--- config.mk ---
export PLATFORM = sky130hd
export DESIGN_NAME = bsc_frame_tx
export DESIGN_NICKNAME = d
export VERILOG_FILES = /design/src/rtl/bsc_pkg.sv /design/src/rtl/bsc_crc16.sv /design/src/rtl/bsc_frame_seq.sv /design/src/rtl/bsc_frame_tx.sv
export SDC_FILE = /design/constraint.sdc
export NUM_CORES = 1
export LEC_CHECK = 0
export BUFFER_PORTS_ARGS = -buffer_cell sky130_fd_sc_hd__buf_2
export CORE_MARGIN = 2
export CORE_UTILIZATION = 51
export CTS_CLUSTER_DIAMETER = 150
export DETAILED_ROUTE_END_ITERATION = 16
export PLACE_DENSITY = 0.75
export SLEW_MARGIN = 40
export SYNTH_ARGS = -nofsm -noshare
export SYNTH_HDL_FRONTEND = slang
export SYNTH_SLANG_ARGS = --single-unit
--- constraint.sdc ---
create_clock -name clk -period 2.2 [get_ports clk]
set_input_delay 0.55 -clock clk [delete_from_list [all_inputs] [get_ports clk]]
set_output_delay 0.55 -clock clk [all_outputs]
set_load 0.02 [all_outputs]
--- src/rtl/bsc_pkg.sv ---
package bsc_pkg;
  localparam logic [7:0] SYN_B  = 8'h16;
  localparam logic [7:0] DLE_B  = 8'h10;
  localparam logic [7:0] STX_B  = 8'h02;
  localparam logic [7:0] ETX_B  = 8'h03;
  localparam logic [7:0] FILL_B = 8'hFF;

  typedef enum logic [3:0] {
    ST_IDLE, ST_SYN, ST_HDLE, ST_STX, ST_DATA, ST_DLE2,
    ST_PAD, ST_EDLE, ST_ETX, ST_CRCL, ST_CRCH
  } tx_state_t;

  function automatic logic [15:0] crc_step(input logic [15:0] c,
                                           input logic [7:0] b,
                                           input logic [15:0] poly);
    logic [15:0] r;
    r = c ^ {8'h00, b};
    for (int i = 0; i < 8; i++) begin
      r = r[0] ? ((r >> 1) ^ poly) : (r >> 1);
    end
    return r;
  endfunction
endpackage

--- src/rtl/bsc_crc16.sv ---
module bsc_crc16 #(
  parameter int          CRC_W = 16,
  parameter logic [15:0] POLY  = 16'hA001
) (
  input  logic             clk,
  input  logic             rst,
  input  logic             clr,
  input  logic             en,
  input  logic [7:0]       din,
  output logic [CRC_W-1:0] crc_q
);
  import bsc_pkg::*;

  always_ff @(posedge clk) begin
    if (rst || clr) crc_q <= '0;
    else if (en)    crc_q <= crc_step(crc_q, din, POLY);
  end


  clear_chk: assert property (@(posedge clk) disable iff (rst)
    (clr && !en) |=> (crc_q == '0));
endmodule

--- src/rtl/bsc_frame_seq.sv ---
module bsc_frame_seq #(
  parameter int NUM_SYN = 2,
  parameter int CRC_W   = 16
) (
  input  logic             clk,
  input  logic             rst,
  input  logic             byte_req,
  input  logic [7:0]       in_data,
  input  logic             in_valid,
  input  logic             in_last,
  output logic             in_ready,
  output logic [7:0]       tx_byte,
  output logic             crc_clr,
  output logic             crc_en,
  output logic [7:0]       crc_din,
  input  logic [CRC_W-1:0] crc_q,
  output logic             done,
  output logic [CRC_W-1:0] done_crc
);
  import bsc_pkg::*;

  localparam int CNT_W = $clog2(NUM_SYN + 1);
  localparam logic [CNT_W-1:0] SYN_LAST = CNT_W'(NUM_SYN - 1);

  tx_state_t        state_q, state_d;
  logic [CNT_W-1:0] syn_cnt_q, syn_cnt_d;
  logic             pend_last_q, pend_last_d;
  logic [7:0]       byte_d;
  logic             done_d;

  always_comb begin
    state_d     = state_q;
    syn_cnt_d   = syn_cnt_q;
    pend_last_d = pend_last_q;
    byte_d      = tx_byte;
    crc_clr     = 1'b0;
    crc_en      = 1'b0;
    crc_din     = ETX_B;
    in_ready    = 1'b0;
    done_d      = 1'b0;
    if (byte_req) begin
      unique case (state_q)
        ST_IDLE: begin
          if (in_valid) begin
            byte_d    = SYN_B;
            crc_clr   = 1'b1;
            syn_cnt_d = CNT_W'(1);
            state_d   = (NUM_SYN > 1) ? ST_SYN : ST_HDLE;
          end else begin
            byte_d = FILL_B;
          end
        end
        ST_SYN: begin
          byte_d    = SYN_B;
          syn_cnt_d = syn_cnt_q + CNT_W'(1);
          if (syn_cnt_q == SYN_LAST) state_d = ST_HDLE;
        end
        ST_HDLE: begin byte_d = DLE_B; state_d = ST_STX;  end
        ST_STX:  begin byte_d = STX_B; state_d = ST_DATA; end
        ST_DATA: begin
          if (in_valid) begin
            in_ready = 1'b1;
            byte_d   = in_data;
            crc_en   = 1'b1;
            crc_din  = in_data;
            if (in_data == DLE_B) begin
              pend_last_d = in_last;
              state_d     = ST_DLE2;
            end else if (in_last) begin
              state_d = ST_EDLE;
            end
          end else begin
            byte_d  = DLE_B;
            state_d = ST_PAD;
          end
        end
        ST_DLE2: begin
          byte_d  = DLE_B;
          state_d = pend_last_q ? ST_EDLE : ST_DATA;
        end
        ST_PAD:  begin byte_d = SYN_B; state_d = ST_DATA; end
        ST_EDLE: begin byte_d = DLE_B; state_d = ST_ETX;  end
        ST_ETX: begin
          byte_d  = ETX_B;
          crc_en  = 1'b1;
          crc_din = ETX_B;
          state_d = ST_CRCL;
        end
        ST_CRCL: begin byte_d = crc_q[7:0]; state_d = ST_CRCH; end
        ST_CRCH: begin
          byte_d  = crc_q[15:8];
          done_d  = 1'b1;
          state_d = ST_IDLE;
        end
        default: state_d = ST_IDLE;
      endcase
    end
  end

  always_ff @(posedge clk) begin
    if (rst) begin
      state_q     <= ST_IDLE;
      syn_cnt_q   <= '0;
      pend_last_q <= 1'b0;
      tx_byte     <= FILL_B;
      done        <= 1'b0;
      done_crc    <= '0;
    end else begin
      state_q     <= state_d;
      syn_cnt_q   <= syn_cnt_d;
      pend_last_q <= pend_last_d;
      tx_byte     <= byte_d;
      done        <= done_d;
      if (done_d) done_crc <= crc_q;
    end
  end


  hold_chk: assert property (@(posedge clk) disable iff (rst)
    !byte_req |=> $stable(tx_byte));

  pass_chk: assert property (@(posedge clk) disable iff (rst)
    (in_valid && in_ready) |=> (tx_byte == $past(in_data)));

  dle_stall_chk: assert property (@(posedge clk) disable iff (rst)
    (in_valid && in_ready && in_data == DLE_B) |=> !in_ready);

  pulse_chk: assert property (@(posedge clk) disable iff (rst)
    done |=> !done);

  req_chk: assert property (@(posedge clk) disable iff (rst)
    in_ready |-> (byte_req && state_q == ST_DATA));
endmodule

--- src/rtl/bsc_frame_tx.sv ---
module bsc_frame_tx #(
  parameter int          NUM_SYN = 2,
  parameter logic [15:0] POLY    = 16'hA001
) (
  input  logic        clk,
  input  logic        rst,
  input  logic [7:0]  in_data,
  input  logic        in_valid,
  input  logic        in_last,
  output logic        in_ready,
  input  logic        byte_req,
  output logic [7:0]  tx_byte,
  output logic        done,
  output logic [15:0] done_crc
);
  localparam int CRC_W = 16;

  logic             crc_clr, crc_en;
  logic [7:0]       crc_din;
  logic [CRC_W-1:0] crc_q;

  bsc_crc16 #(.CRC_W(CRC_W), .POLY(POLY)) u_crc (
    .clk(clk), .rst(rst), .clr(crc_clr), .en(crc_en),
    .din(crc_din), .crc_q(crc_q)
  );

  bsc_frame_seq #(.NUM_SYN(NUM_SYN), .CRC_W(CRC_W)) u_seq (
    .clk(clk), .rst(rst), .byte_req(byte_req),
    .in_data(in_data), .in_valid(in_valid), .in_last(in_last),
    .in_ready(in_ready), .tx_byte(tx_byte),
    .crc_clr(crc_clr), .crc_en(crc_en), .crc_din(crc_din),
    .crc_q(crc_q), .done(done), .done_crc(done_crc)
  );
endmodule

==> impl_metrics.ini <==
[clock_tree]
clockBufferDepth = 2
clkTransAtPathRegs_ns = 0.08
cts_sinks = 48
cts_root_buf = clkbuf_8
ctsResizeCount = 0
clk_latency_ns = 0.29
cts_tree = built
cts_buffers = 5
post_cts_buffers = 0
ctsHoldBuffers = 0
htreeDepth = 2

[global_routing]
antenna_found_initial = 0
grt_pass1_vias = 2203
grtUsageTotal_pct = 23.1
grt_start_max_net_pins = 25
grt_overflow_total = 0
grt_pass1_wl_mm = 10.9

[layout]
fillers = 464
final_cell_mix = nor2_1 (56), dfxtp_1 (48), buf_2 (38)
final_cells = 415
ff_latch_area_um2 = 961
multiInputGateArea_mm2 = 0.00158
final_common_cell = nor2_1
nets = 359
fin_util_pct = 61.7
syn_to_final_growth_pct = 17.6
drive_gt1_share_pct = 20.9
num_antenna_cells = 0

[synth]
ys_types = 51
synthArstFlopShare_pct = 0
syn_area_per_cell_um2 = 8.73
syn_nets = 319
synthCells = 305
syn_area_mm2 = 0.00266
synth_edf_count = 0
ys.flop_type = dfxtp_1
synth-seq-area-share_pct = 36.1
synth_warnings = 0
ys_ff_latch = 48

[worst_setup_path]
critical-path-max-stage-delay_ns = 0.39
path_class = reg -> out
cp_max_fo = 5
required_ns = 1.65
cp-start-kind = flip-flop
path_cells = nor4b_2, nand3_1, inv_1, buf_2
crit_slowest_cell = dfxtp_1
cp-end-kind = output pin
cp.arrival_ns = 1.53

[die]
die_area_mm2 = 0.00582
rows = 26
die_h_um = 76.3
fp.coreArea_mm2 = 0.00507
die_w_um = 76.3
initial_utilization_pct = 52.5
pin_count = 39

[sta]
finalClockSkew_ns = 0.00346
fmax_mhz = 480
rsz0062_at_grt = false
setup_violations = 0
hold_viol = 0
finalWorstSetupSlack_ns = 0.116
finalMaxSlewViolations = 0
period_share_pct = 94.7
worst_slew_margin_rel_pct = 67.4
tightest_slew_ns = 0.488
period_minus_slack_ns = 2.08
tns_ns = 0

[worst_hold_path]
hp-class = reg -> reg

[route]
drc_errors = 0
drt_wl_total_mm = 6.45
viasPerCell = 5.55
ant_nets = 0
wl_per_cell_um = 15.5
via_count = 2304
drtIter0Drc = 167
firstDrtPassIters = 4

[pwr]
p_leak_nw = 1.30
finalPower_mw = 2.06
power_density_mw_per_mm2 = 657
ir_worst_vdd_uv = 380

[placed_design]
dpl.hpwl_mm = 4.82
io_buffer_count = 38
gp_congestion = 0.906
pre_cts_ws_ns = -0.0214
placed_cells = 408

[outcome]
status = completed

[job]
max_cap_viol_count = 0
==> cell families (layout without fill, tap and decap cells) <==
group                      after synthesis  in the layout  synth area share (%)
AOI/OAI and AO/OA                       60             60                  15.8
xor gates and xnor gates                33             33                  13.8
adders and majority gates                1              1                 0.470
buffers and inverters                   33             73                  5.35
DFF                                     48             48                  36.1
muxes                                   26             26                  9.77
and+or+nand+nor                        104            104                  18.7
==> registers in the layout, indices dropped and copies added, names as in the netlist <==
name               count
u_crc.crc_q           16
u_seq.done             1
u_seq.syn_cnt_q        2
u_seq.done_crc        16
u_seq.state_q          4
u_seq.tx_byte          8
u_seq.pend_last_q      1
==> routing by layer <==
layer  share of wire, %  global-route usage [%]  vias up
li1                   -                       -     1133
met1                 47                    32.9     1095
met4                1.4                    6.55        0
met3                5.3                    3.67        8
met5                  0                       0        -
met2                 46                    36.5       68
==> report_power, final <==
| group | internal, mW | total (mW) | leakage (nW) | switching (mW) |
|---|---|---|---|---|
| sequential | 0.896 | 0.923 | 0.389 | 0.0280 |
| combinational | 0.174 | 0.406 | 0.849 | 0.232 |
| clock | 0.447 | 0.729 | 0.0642 | 0.282 |
| total | 1.52 | 2.06 | 1.30 | 0.542 |
==> cells in the mapped netlist (2+ instances only) <==
| cell | count | area (µm²) |
|---|---|---|
| nand3_1 | 4 | 20.0 |
| xnor3_1 | 4 | 90.1 |
| o211ai_1 | 11 | 82.6 |
| nor2_1 | 56 | 210 |
| nor2b_1 | 6 | 37.5 |
| a211oi_1 | 10 | 75.1 |
| a22o_1 | 2 | 17.5 |
| xor2_1 | 3 | 26.3 |
| inv_1 | 8 | 30.0 |
| buf_2 | 3 | 15.0 |
| buf_1 | 2 | 7.51 |
| clkbuf_1 | 17 | 63.8 |
| a21oi_1 | 11 | 55.1 |
| nor3_1 | 7 | 35.0 |
| o21ai_0 | 7 | 35.0 |
| mux2i_1 | 26 | 260 |
| buf_6 | 2 | 22.5 |
| a22oi_1 | 5 | 37.5 |
| dfxtp_1 | 48 | 961 |
| nand2_1 | 18 | 67.6 |
| xnor2_1 | 24 | 210 |
| o22ai_1 | 2 | 12.5 |
==> stage by stage <==
step,area [µm²],hold WS (ns)
floorplan,2660,0.454
global placement,3000,0.462
detailed placement,3000,0.469
CTS,3130,0.490
global route,3130,0.523
finish,3130,0.485
==> path summary, 6_finish.rpt <==
check / slack, ns / startpoint / to / cells past startpoint
min: 0.48 / u_seq.tx_byte[7] / u_seq.tx_byte[7] / 2
max: 0.12 / u_seq.state_q[0] / in_ready / 4
max reg2reg: 0.16 / u_seq.state_q[0] / u_crc.crc_q[15] / 5
min reg2reg: 0.48 / u_seq.tx_byte[7] / u_seq.tx_byte[7] / 2
==> final cells by class <==
| cell class | count | area share, % |
|---|---|---|
| Clock buffer | 5 | 2.20 |
| Clock inverter | 2 | 1.92 |
| Inverter | 9 | 1.08 |
| Multi-Input combinational cell | 224 | 50.3 |
| Sequential cell | 48 | 30.7 |
| Tap cell | 70 | 2.80 |
| Timing Repair Buffer | 57 | 11.0 |
==> critical path, delay by kind of cell, from the launching register on <==
family | cells | cell delay, ns
simple gates | 2 | 0.54
buf+inv | 2 | 0.32
flops | 1 | 0.39
(Power assumes the default switching activity.)
